--- src/rtl/cmt8_pkg.sv ---
package cmt8_pkg;

    localparam int CNT_W  = 8;
    localparam int ADDR_W = 2;
    localparam int NFLAG  = 3;

    // flag indices inside the flag vector; status bits are {B, A, OVF}
    localparam int FLG_OVF = 0;
    localparam int FLG_CMA = 1;
    localparam int FLG_CMB = 2;

    // status layout
    localparam int ST_FLAG_LSB = 5;
    localparam int ST_IE_BIT   = 4;
    localparam int ST_OS_LSB   = 2;

    typedef enum logic [ADDR_W-1:0] {
        SEL_COUNT  = 2'd0,
        SEL_CMPA   = 2'd1,
        SEL_CMPB   = 2'd2,
        SEL_STATUS = 2'd3
    } reg_sel_e;

    typedef enum logic [1:0] {
        OUT_KEEP   = 2'b00,
        OUT_LOW    = 2'b01,
        OUT_HIGH   = 2'b10,
        OUT_TOGGLE = 2'b11
    } out_act_e;

    typedef struct packed {
        logic     irq_en;
        out_act_e osel;
    } ctrl_t;

    typedef struct packed {
        logic              rd;
        logic              wr;
        reg_sel_e          sel;
        logic [CNT_W-1:0]  wdata;
    } bus_req_t;

    localparam ctrl_t CTRL_RST = '{irq_en: 1'b1, osel: OUT_KEEP};

    function automatic logic apply_act(out_act_e act, logic cur);
        logic r;
        case (act)
            OUT_LOW:    r = 1'b0;
            OUT_HIGH:   r = 1'b1;
            OUT_TOGGLE: r = ~cur;
            default:    r = cur;
        endcase
        return r;
    endfunction

    function automatic logic [CNT_W-1:0] pack_status(logic [NFLAG-1:0] flg, ctrl_t c);
        logic [CNT_W-1:0] s;
        s = '0;
        s[ST_FLAG_LSB +: NFLAG] = flg;
        s[ST_IE_BIT]            = c.irq_en;
        s[ST_OS_LSB +: 2]       = c.osel;
        return s;
    endfunction

endpackage

--- src/rtl/cmt8_counter.sv ---
module cmt8_counter
    import cmt8_pkg::*;
#(
    parameter int W = CNT_W
) (
    input  logic         clk,
    input  logic         rst,
    input  logic         en,
    input  logic         ld_cnt,
    input  logic         ld_a,
    input  logic         ld_b,
    input  logic [W-1:0] wdata,
    output logic [W-1:0] cnt_q,
    output logic [W-1:0] cmp_a_q,
    output logic [W-1:0] cmp_b_q,
    output logic         hit_a,
    output logic         hit_b,
    output logic         wrap
);
    localparam logic [W-1:0] TOP = {W{1'b1}};

    always_ff @(posedge clk) begin
        if (rst) begin
            cnt_q   <= '0;
            cmp_a_q <= '0;
            cmp_b_q <= '0;
        end else begin
            if (ld_cnt)
                cnt_q <= wdata;
            else if (en)
                cnt_q <= cnt_q + 1'b1;
            if (ld_a) cmp_a_q <= wdata;
            if (ld_b) cmp_b_q <= wdata;
        end
    end

    // events are judged on the value the counter holds while it is enabled
    always_comb begin
        hit_a = en && (cnt_q == cmp_a_q);
        hit_b = en && (cnt_q == cmp_b_q);
        wrap  = en && (cnt_q == TOP);
    end

endmodule

--- src/rtl/cmt8_flag.sv ---
module cmt8_flag (
    input  logic clk,
    input  logic rst,
    input  logic set_i,
    input  logic rd_i,
    input  logic wr_i,
    input  logic wbit_i,
    output logic flag_q
);
    logic armed_q;
    logic clr;

    assign clr = wr_i && armed_q && !wbit_i;

    always_ff @(posedge clk) begin
        if (rst) begin
            flag_q  <= 1'b0;
            armed_q <= 1'b0;
        end else begin
            if (set_i)
                flag_q <= 1'b1;
            else if (clr)
                flag_q <= 1'b0;

            if (rd_i)
                armed_q <= flag_q;
            else if (wr_i)
                armed_q <= 1'b0;
        end
    end

endmodule

--- src/rtl/cmt8_wave.sv ---
module cmt8_wave
    import cmt8_pkg::*;
(
    input  logic     clk,
    input  logic     rst,
    input  logic     hit_i,
    input  out_act_e act_i,
    output logic     wave_q
);
    always_ff @(posedge clk) begin
        if (rst)
            wave_q <= 1'b0;
        else if (hit_i)
            wave_q <= apply_act(act_i, wave_q);
    end

endmodule

--- src/rtl/cmt8_channel.sv ---
module cmt8_channel
    import cmt8_pkg::*;
#(
    parameter int W = CNT_W
) (
    input  logic              clk,
    input  logic              rst,
    input  logic              cnt_en,
    input  logic [ADDR_W-1:0] bus_addr,
    input  logic              bus_wr,
    input  logic              bus_rd,
    input  logic [W-1:0]      bus_wdata,
    output logic [W-1:0]      bus_rdata,
    input  logic              cap_flag_i,
    output logic              cap_irq_o,
    output logic              wave_o
);
    bus_req_t          req;
    ctrl_t             ctrl_q;
    logic [W-1:0]      cnt_q, cmp_a_q, cmp_b_q;
    logic              hit_a, hit_b, wrap;
    logic [NFLAG-1:0]  evt;
    logic [NFLAG-1:0]  flags_q;
    logic              st_wr, st_rd;
    logic [1:0]        osel_bits;

    always_comb begin
        req.rd    = bus_rd;
        req.wr    = bus_wr;
        req.sel   = reg_sel_e'(bus_addr);
        req.wdata = bus_wdata;
    end

    assign st_wr = req.wr && (req.sel == SEL_STATUS);
    assign st_rd = req.rd && (req.sel == SEL_STATUS);

    cmt8_counter #(.W(W)) cnt_i (
        .clk     (clk),
        .rst     (rst),
        .en      (cnt_en),
        .ld_cnt  (req.wr && req.sel == SEL_COUNT),
        .ld_a    (req.wr && req.sel == SEL_CMPA),
        .ld_b    (req.wr && req.sel == SEL_CMPB),
        .wdata   (req.wdata),
        .cnt_q   (cnt_q),
        .cmp_a_q (cmp_a_q),
        .cmp_b_q (cmp_b_q),
        .hit_a   (hit_a),
        .hit_b   (hit_b),
        .wrap    (wrap)
    );

    always_comb begin
        evt          = '0;
        evt[FLG_OVF] = wrap;
        evt[FLG_CMA] = hit_a;
        evt[FLG_CMB] = hit_b;
    end

    for (genvar i = 0; i < NFLAG; i++) begin : g_flag
        cmt8_flag flag_i (
            .clk    (clk),
            .rst    (rst),
            .set_i  (evt[i]),
            .rd_i   (st_rd),
            .wr_i   (st_wr),
            .wbit_i (req.wdata[ST_FLAG_LSB + i]),
            .flag_q (flags_q[i])
        );
    end

    always_ff @(posedge clk) begin
        if (rst)
            ctrl_q <= CTRL_RST;
        else if (st_wr) begin
            ctrl_q.irq_en <= req.wdata[ST_IE_BIT];
            ctrl_q.osel   <= out_act_e'(req.wdata[ST_OS_LSB +: 2]);
        end
    end

    assign osel_bits = ctrl_q.osel;

    cmt8_wave wave_i (
        .clk    (clk),
        .rst    (rst),
        .hit_i  (hit_b),
        .act_i  (ctrl_q.osel),
        .wave_q (wave_o)
    );

    always_comb begin
        case (req.sel)
            SEL_COUNT: bus_rdata = cnt_q;
            SEL_CMPA:  bus_rdata = cmp_a_q;
            SEL_CMPB:  bus_rdata = cmp_b_q;
            default:   bus_rdata = pack_status(flags_q, ctrl_q);
        endcase
    end

    assign cap_irq_o = cap_flag_i && ctrl_q.irq_en;

endmodule

--- config.mk ---
export PLATFORM = sky130hd
export DESIGN_NAME = cmt8_channel
export DESIGN_NICKNAME = d
export VERILOG_FILES = /design/src/rtl/cmt8_pkg.sv /design/src/rtl/cmt8_counter.sv /design/src/rtl/cmt8_flag.sv /design/src/rtl/cmt8_wave.sv /design/src/rtl/cmt8_channel.sv
export SDC_FILE = /design/constraint.sdc
export NUM_CORES = 1
export LEC_CHECK = 0
export ABC_AREA = 1
export BUFFER_PORTS_ARGS = -buffer_cell sky130_fd_sc_hd__clkbuf_2
export CAP_MARGIN = 40
export CORE_ASPECT_RATIO = 0.75
export CORE_MARGIN = 5
export CORE_UTILIZATION = 35
export DETAILED_ROUTE_END_ITERATION = 10
export GPL_ROUTABILITY_DRIVEN = 1
export GPL_TIMING_DRIVEN = 0
export PLACE_DENSITY_LB_ADDON = 0.12
export RECOVER_POWER = 25
export SKIP_LAST_GASP = 1
export SYNTH_ARGS = -nofsm -noshare
export SYNTH_HDL_FRONTEND = slang
export SYNTH_HIERARCHICAL = 1
export SYNTH_SLANG_ARGS = --single-unit
--- constraint.sdc ---
create_clock -name clk -period 3.89 [get_ports clk]
set_clock_uncertainty 0.15 [all_clocks]
set_input_delay 0.389 -clock clk [delete_from_list [all_inputs] [get_ports clk]]
set_output_delay 0.389 -clock clk [all_outputs]
set_load 0.1 [all_outputs]
# Word-level counts from Yosys, hierarchy flattened
# Cells that the tools add are included.
# word_totals
reg_bits	34
in_bits	16
# classes
add_sub_neg	1
n_eq_ne	9
n_mux	14
bitwise_logic	1
reduce_logical	26
# ops
op	n
one-hot mux 8 bit (3 select lines)	1
== test 8 bit	2
two-way mux 8 bit	2
logical AND 1 bit	15
two-way mux 1 bit	10
nonzero test 2 bit	5
adder 8 x 1 -> 8 bit (second input constant)	1
== test 2 bit (second input constant)	4
== test 8 bit (second input constant)	1
== test 2 x 1 -> 1 bit (second input constant)	2
logical NOT 1 bit	3
one-hot mux 1 bit (3 select lines)	1
nonzero test 3 bit	1
logical NOT 2 bit	1
AND reduction 2 bit	1
NOT 1 bit	1

# Depth between registers and ports, before layout
# Gate-level depths: netlist of run 1.
# logic_depth
ltp_word	6
mapped_depth	11
ltp_nobuf	9

# By module
# Netlist of run 1, hierarchy kept.
# modules_own_cells
module	instances	cells_per_inst	area_per_inst_um2
cmt8_counter	1	178	1239.9
cmt8_channel	1	73	424.2
cmt8_flag	3	11	81.3
cmt8_wave	1	6	41.3

# Worst setup path after synthesis of run 1
# Ideal clock, no wire load.
# synth_timing
kind	input port to output port
from	in bus_addr[0]
to	out bus_rdata[6]
arrival_time_ps	1627
setup_slack_ps	1724
path_stages	4
path_buffers	2
path_cell_list	buf_6 > buf_6 > nand3_1 > nand4_1
# synth_between
elab_chain_len	2
elab_cells_between_ends	4
cone_classes	eq/ne (2); mux (1); reduce/logical (1)
# synth_lines
element	line_no	source
from (decl)	cmt8_channel.sv:9	input logic [ADDR_W-1:0] bus_addr,
== test 2 bit, or another cell as far along	cmt8_channel.sv:92	case (req.sel)
one-hot mux 8 bit (3 select lines) *	cmt8_channel.sv:92	
to (decl)	cmt8_channel.sv:13	output logic [W-1:0] bus_rdata,
# Every way passes the cells marked *; elsewhere a longest branch is shown, timed or not.

# Worst setup path after layout of run 1
# layout_timing
from	in bus_addr[0]
to	out bus_rdata[2]
# The elaborated chain is that of the path after synthesis.

==> results of run 1 <==
path summary, 6_finish.rpt:
kind,end,slack [ns],depth (start not counted)
max,bus_rdata[2],1.36,5
min,cnt_i/cmp_b_q[1]$_SDFFE_PP0P_,0.22,3
max reg2reg,wave_i/wave_q$_SDFFE_PP0P_,2.17,9
min reg2reg,g_flag[0].flag_i/armed_q$_SDFFE_PP0P_,0.32,2
critical path, stage by stage:
cell                       delay (ns)
sky130_fd_sc_hd__clkbuf_1        0.45
sky130_fd_sc_hd__clkbuf_1        0.43
sky130_fd_sc_hd__nand3_1         0.15
sky130_fd_sc_hd__nand4_1         0.11
sky130_fd_sc_hd__clkbuf_2        0.46
sequential cells by signal, summed over array words and instances, names as in the netlist:
name                   count
g_flag.flag_i/armed_q      3
osel_bits                  2
wave_i/wave_q              1
cnt_i/cnt_q                8
ctrl_q                     1
cnt_i/cmp_b_q              8
cnt_i/cmp_a_q              8
g_flag.flag_i/flag_q       3
through the flow:
| step | power, W | instances | worst slack, ns |
|---|---|---|---|
| floorplan | 0.000519 | 290 | 1.72 |
| global placement | 0.000569 | 388 | 1.51 |
| detailed placement | 0.000570 | 389 | 1.87 |
| CTS | 0.000846 | 397 | 1.86 |
| global route | 0.000876 | 397 | 1.25 |
| finish | 0.000833 | 397 | 1.36 |
cell usage after synthesis, drive strengths merged:
library cell / n / area, µm²
o21ai: 25 / 125
a21oi: 20 / 115
xor2: 3 / 26.3
nand2: 52 / 198
a22oi: 5 / 37.5
nor3: 6 / 30.0
nand3: 38 / 213
inv: 33 / 126
o22ai: 2 / 12.5
buf: 9 / 77.6
xnor2: 6 / 52.6
nand4: 6 / 37.5
ha: 1 / 12.5
and3: 1 / 6.26
nor2: 49 / 199
dfxtp: 34 / 681
metal layers:
metal | part of all wire (%) | vias to the layer above | GRT usage (%)
li1 | - | 1020 | -
met2 | 41 | 55 | 26.3
met1 | 51 | 941 | 25.2
met4 | 1.5 | 0 | 5.99
met5 | 0 | - | 0
met3 | 6.0 | 7 | 3.90
where the power goes:
group	internal (W)	total (W)	switching [W]
sequential	0.000366	0.000386	0.0000206
clock	0.000143	0.000274	0.000131
combinational	0.0000468	0.000173	0.000126
layout make-up:
| cell class | instances | area share [%] |
|---|---|---|
| Buffer | 9 | 2.65 |
| Timing Repair Buffer | 24 | 5.42 |
| Clock buffer | 7 | 3.89 |
| Sequential cell | 34 | 30.7 |
| Inverter | 33 | 5.70 |
| Tap cell | 75 | 4.23 |
| Multi-Input combinational cell | 214 | 47.2 |
| Clock inverter | 1 | 0.226 |
kinds of logic after synthesis:
kind of cell               Yosys count
AOI/OAI and AO/OA                   52
and+or+nand+nor                    152
buffers and inverters               42
adders and majority gates            1
xor gates and xnor gates             9
DFF                                 34
==> run_results.csv, run 1 <==
group,metric,value,unit
sta,timing_hold_violations_final,0,
worst_setup_path,critPathRequiredTime,3.35,ns
run_status,outcome,"finished, final reports clean",
route,detail-route-antenna-nets,0,
synth,synth_xor_area_share,4.04,%
route,remaining_drc_errors,0,
hold_path,hold_path.class,"primary input to register",
sta,timing_max_transition_violations_final,0,
synth,synthesis.instances,290,
global_route,grt_max_degree,15,
sta,grt_setup_unrepaired,"no",
final_layout,n_antenna_cell,0,
cts,cts_num_sinks,34,
worst_setup_path,timing_worst_setup_path_type,"primary input to output pin",
final_layout,final_common_cell,"sky130_fd_sc_hd__nand2_1",
global_route,antenna_found_initial,0,
sta,layout_worst_path_cycle_share,65.1,%
cts,ctsRootBufferMaster,"sky130_fd_sc_hd__clkbuf_8",
final_layout,final_cell_mix,"sky130_fd_sc_hd__nand2_1 (51), sky130_fd_sc_hd__nor2_1 (46), sky130_fd_sc_hd__nand3_1 (36)",
final_layout,final-seq-area,681,µm²
job,cap_violations,0,
route,dr.pass1.iters,4,
die,design.die.area,0.00718,mm²
sta,setup-violations-final,0,
synth,yosysSeqAreaShare,34.9,%
sta,timing.slew.headroom,54.5,%
cts,worst_setup_hold_path_clk_slew,0.07,ns
final_layout,final_core_util,41.2,%
synth,synth_compound_area_share,14.9,%
cts,clk-insertion-delay-late,0.29,ns
worst_setup_path,critical_path_launch_point,"bus_addr[0]",
global_route,grtUsageTotal,17.7,%
synth,avgSynthCellArea,6.72,µm²
worst_setup_path,critical_path.max_fanout,10,
sta,totalNegativeSetupSlack,0,ns
synth,synth-seq-cells,34,
synth,largest_family_of_logic_cells_by_synthesized_area,"simple AND/OR/NAND/NOR gates",
cts,cts.path.max_buffers,2,
cts,post_cts.resized_instances,0,
final_layout,multi_input_area,0.00105,mm²
cts,clock_tree_from_tritoncts,"built",
power_and_ir_drop,static_leakage,0.946,nW
synth,postSynthNetCount,307,
placement,gp_congestion,0.835,
sta,worstMarginPinSlew,0.677,ns
cts,post_cts_buffers,0,
global_route,gr-total-overflow,0,
synth,synthMuxAreaShare,0,%
final_layout,design_area,0.00222,mm²
global_route,first_global_vias,1867,
final_layout,nFillCells,625,
worst_setup_path,cp-start-kind,"primary input",
placement,hpwlAfterDp,4470,µm
sta,fin_crit,2.53,ns
cts,htree_levels,2,
final_layout,drive_above_1_share,16.8,%
route,vias,2023,
global_route,grt_pass1_wl,9410,µm
cts,cts_buffers,5,
synth,synth_adder_area_share,0.642,%
route,wl,5810,µm
cts,post_cts_hold_buffer_count,0,
power_and_ir_drop,power.density_cell_area,376,mW/mm²
synth,synth_unique_cells,27,
die,die_h,74.6,µm
sta,achievable-frequency,0.395,GHz
synth,yosys.area_share.simple,35.0,%
synth,synth-warning-count,6,
die,top_level_ports,26,
worst_setup_path,critical_path.endpoint_type,"output pin",
die,floorplan.rows,23,
die,initial_utilization,36.2,%
die,core_box_area,0.00538,mm²
sta,final.hold.worst_slack,0.220,ns
final_layout,areaGrowthSynthToFinish,13.7,%
route,vias_per_cell,5.10,
route,wire_per_inst,14.6,µm
worst_setup_path,cp_data_arrival_time,1.99,ns
die,chipWidth,96.2,µm
final_layout,design.final.nets,338,
placement,placement.io_buffers,23,
route,detailedRoute.firstIterationViolations,126,
hold_path,hp-start,"bus_wdata[1]",
placement,placedInstanceArea,0.00216,mm²
worst_setup_path,r2r_start,"cnt_i/cnt_q[3]$_SDFFE_PP0P_",
power_and_ir_drop,max-vdd-ir-drop,0.000135,V
synth,syn_area,0.00195,mm²
No activity file was read; power rests on OpenSTA's default activity.
==> run 2, diff against run 1 <==
clock period = 2 ns   (was 3.89 ns; I/O delays follow)
==> run 2 against run 1 <==
Against the previous run:
- final cell count did not move
- combinational power up 95%
- critical path depth down 2
- cell area increased by 0.85%
- hold slack got worse by 0.19 ns
- count of clock-buffer cells in the layout did not move
- sequential cell count unchanged
- critical endpoint is now bus_rdata[0]
==> run_results.csv, run 2 (same netlist as run 1, synthesis figures left out) <==
group,metric,value,unit
run_status,outcome,"finished, final reports clean",
sta,fin_crit,1.82,ns
global_route,grtUsageTotal,17.7,%
cts,cts_buffers,5,
final_layout,drive_above_1_share,17.1,%
hold_path,hp-start,"bus_wdata[1]",
cts,clock_tree_from_tritoncts,"built",
sta,timing_hold_violations_final,0,
job,cap_violations,0,
die,core_box_area,0.00538,mm²
worst_setup_path,regToRegSetupSlack,0.27,ns
route,wl,5780,µm
final_layout,design.final.nets,338,
cts,clk-insertion-delay-late,0.29,ns
sta,timing_max_transition_violations_final,0,
placement,hpwlAfterDp,4470,µm
die,top_level_ports,26,
cts,cts.path.max_buffers,2,
cts,worst_setup_hold_path_clk_slew,0.07,ns
cts,htree_levels,2,
worst_setup_path,cp_data_arrival_time,1.47,ns
global_route,first_global_vias,1867,
route,remaining_drc_errors,0,
worst_setup_path,critical_path.endpoint_type,"output pin",
route,detailedRoute.firstIterationViolations,127,
die,chipWidth,96.2,µm
route,vias_per_cell,5.08,
sta,achievable-frequency,0.550,GHz
sta,layout_worst_path_cycle_share,90.9,%
route,vias,2015,
worst_setup_path,cell_depth_of_the_worst_flop_to_flop_path,9,
worst_setup_path,critical_path.max_fanout,8,
power_and_ir_drop,static_leakage,0.950,nW
sta,timing.slew.headroom,45.9,%
die,initial_utilization,36.2,%
die,design.die.area,0.00718,mm²
cts,post_cts.resized_instances,0,
power_and_ir_drop,max-vdd-ir-drop,0.000262,V
power_and_ir_drop,power.density_cell_area,726,mW/mm²
sta,worstMarginPinSlew,0.811,ns
sta,final.hold.worst_slack,0.0319,ns
hold_path,timing.hold.worst_endpoint,"cnt_i/cmp_b_q[1]$_SDFFE_PP0P_",
worst_setup_path,r2r_start,"cnt_i/cnt_q[3]$_SDFFE_PP0P_",
worst_setup_path,timing_worst_setup_path_type,"register to output pin",
hold_path,hold_path.class,"primary input to register",
cts,ctsRootBufferMaster,"sky130_fd_sc_hd__clkbuf_8",
die,die_h,74.6,µm
final_layout,nFillCells,624,
final_layout,n_antenna_cell,0,
final_layout,final_cell_mix,"sky130_fd_sc_hd__nand2_1 (51), sky130_fd_sc_hd__nor2_1 (46), sky130_fd_sc_hd__nand3_1 (35)",
global_route,antenna_found_initial,0,
final_layout,regs_by_ff_count,"cnt_i/cmp_a_q: 8 flops, cnt_i/cmp_b_q: 8 flops, cnt_i/cnt_q: 8 flops",
worst_setup_path,critPathRequiredTime,1.65,ns
hold_path,holdPathStages,3,
cts,post_cts_hold_buffer_count,0,
final_layout,final_core_util,41.5,%
global_route,grt_max_degree,15,
die,floorplan.rows,23,
final_layout,final_common_cell,"sky130_fd_sc_hd__nand2_1",
global_route,grt_pass1_wl,9410,µm
global_route,gr-total-overflow,0,
route,wire_per_inst,14.6,µm
worst_setup_path,cp-start-kind,"register",
final_layout,areaGrowthSynthToFinish,14.7,%
placement,placement.io_buffers,23,
placement,gp_congestion,0.835,
route,dr.pass1.iters,4,
cts,post_cts_buffers,0,
sta,setup-violations-final,0,
cts,cts_num_sinks,34,
worst_setup_path,timing.rr.end,"wave_i/wave_q$_SDFFE_PP0P_",
sta,grt_setup_unrepaired,"no",
route,detail-route-antenna-nets,0,
-- run 2: cell count changes in the layout (fill, tap and decap cells not counted) --
cell	previous run	this run
sky130_fd_sc_hd__clkbuf_2	23	22
sky130_fd_sc_hd__buf_6	2	3
sky130_fd_sc_hd__nand3_4	0	1
sky130_fd_sc_hd__nand3_1	36	35
-- run 2: power by group --
group	internal [W]	switching [W]	total [W]
clock	0.000278	0.000257	0.000535
combinational	0.0000931	0.000245	0.000338
sequential	0.000711	0.0000400	0.000751
total	0.00108	0.000542	0.00162
-- run 2: worst max path at each step --
stage / slack [ns] / end / start
floorplan: 0.21 / bus_rdata[6] / bus_addr[0]
detailed placement: 0.16 / cnt_i/cmp_a_q[7]$_SDFFE_PP0P_ / bus_addr[1]
finish: 0.18 / bus_rdata[0] / cnt_i/cnt_q[0]$_SDFFE_PP0P_
global route: 0.06 / cnt_i/cnt_q[7]$_SDFFE_PP0P_ / bus_addr[1]
CTS: 0.16 / bus_rdata[0] / cnt_i/cnt_q[0]$_SDFFE_PP0P_
global placement: -0.19 / cnt_i/cmp_b_q[6]$_SDFFE_PP0P_ / bus_addr[0]
-- run 2: per-layer routing --
layer	up-vias	track usage, %	wire length (µm)
li1	1020	-	-
met1	935	25.2	2940
met2	53	26.3	2390
met3	7	3.90	367
met4	0	5.99	90
met5	-	0	0
-- run 2: area by class of cell --
type	instances	area (µm²)	share of cell area, %
multi-input cells	214	1060	47.3
flip-flops and latches	34	681	30.4
inverters	33	126	5.65
repair buffers	24	119	5.32
well taps	75	93.8	4.20
clock buffers	7	86.3	3.86
plain buffers	9	66.3	2.97
clock inverters	1	5.00	0.224
-- run 2: per-stage QoR --
| step | instances | power [W] | instance area (µm²) | setup TNS [ns] | worst slack [ns] |
|---|---|---|---|---|---|
| 2_1_floorplan | 290 | 0.00101 | 1950 | 0 | 0.212 |
| 3_3_place_gp | 388 | 0.00111 | 2160 | -1.47 | -0.191 |
| 3_5_place_dp | 389 | 0.00111 | 2160 | 0 | 0.165 |
| 4_1_cts | 397 | 0.00165 | 2250 | 0 | 0.162 |
| 5_1_grt | 397 | 0.00171 | 2240 | 0 | 0.0609 |
| 6_report | 397 | 0.00162 | 2240 | 0 | 0.183 |
-- run 2: critical path, cell delays in order (launching register included) --
cell and delay [ns]:
sky130_fd_sc_hd__dfxtp_1 0.55, sky130_fd_sc_hd__nand2_1 0.09, sky130_fd_sc_hd__nand3_1 0.08, sky130_fd_sc_hd__clkbuf_2 0.45
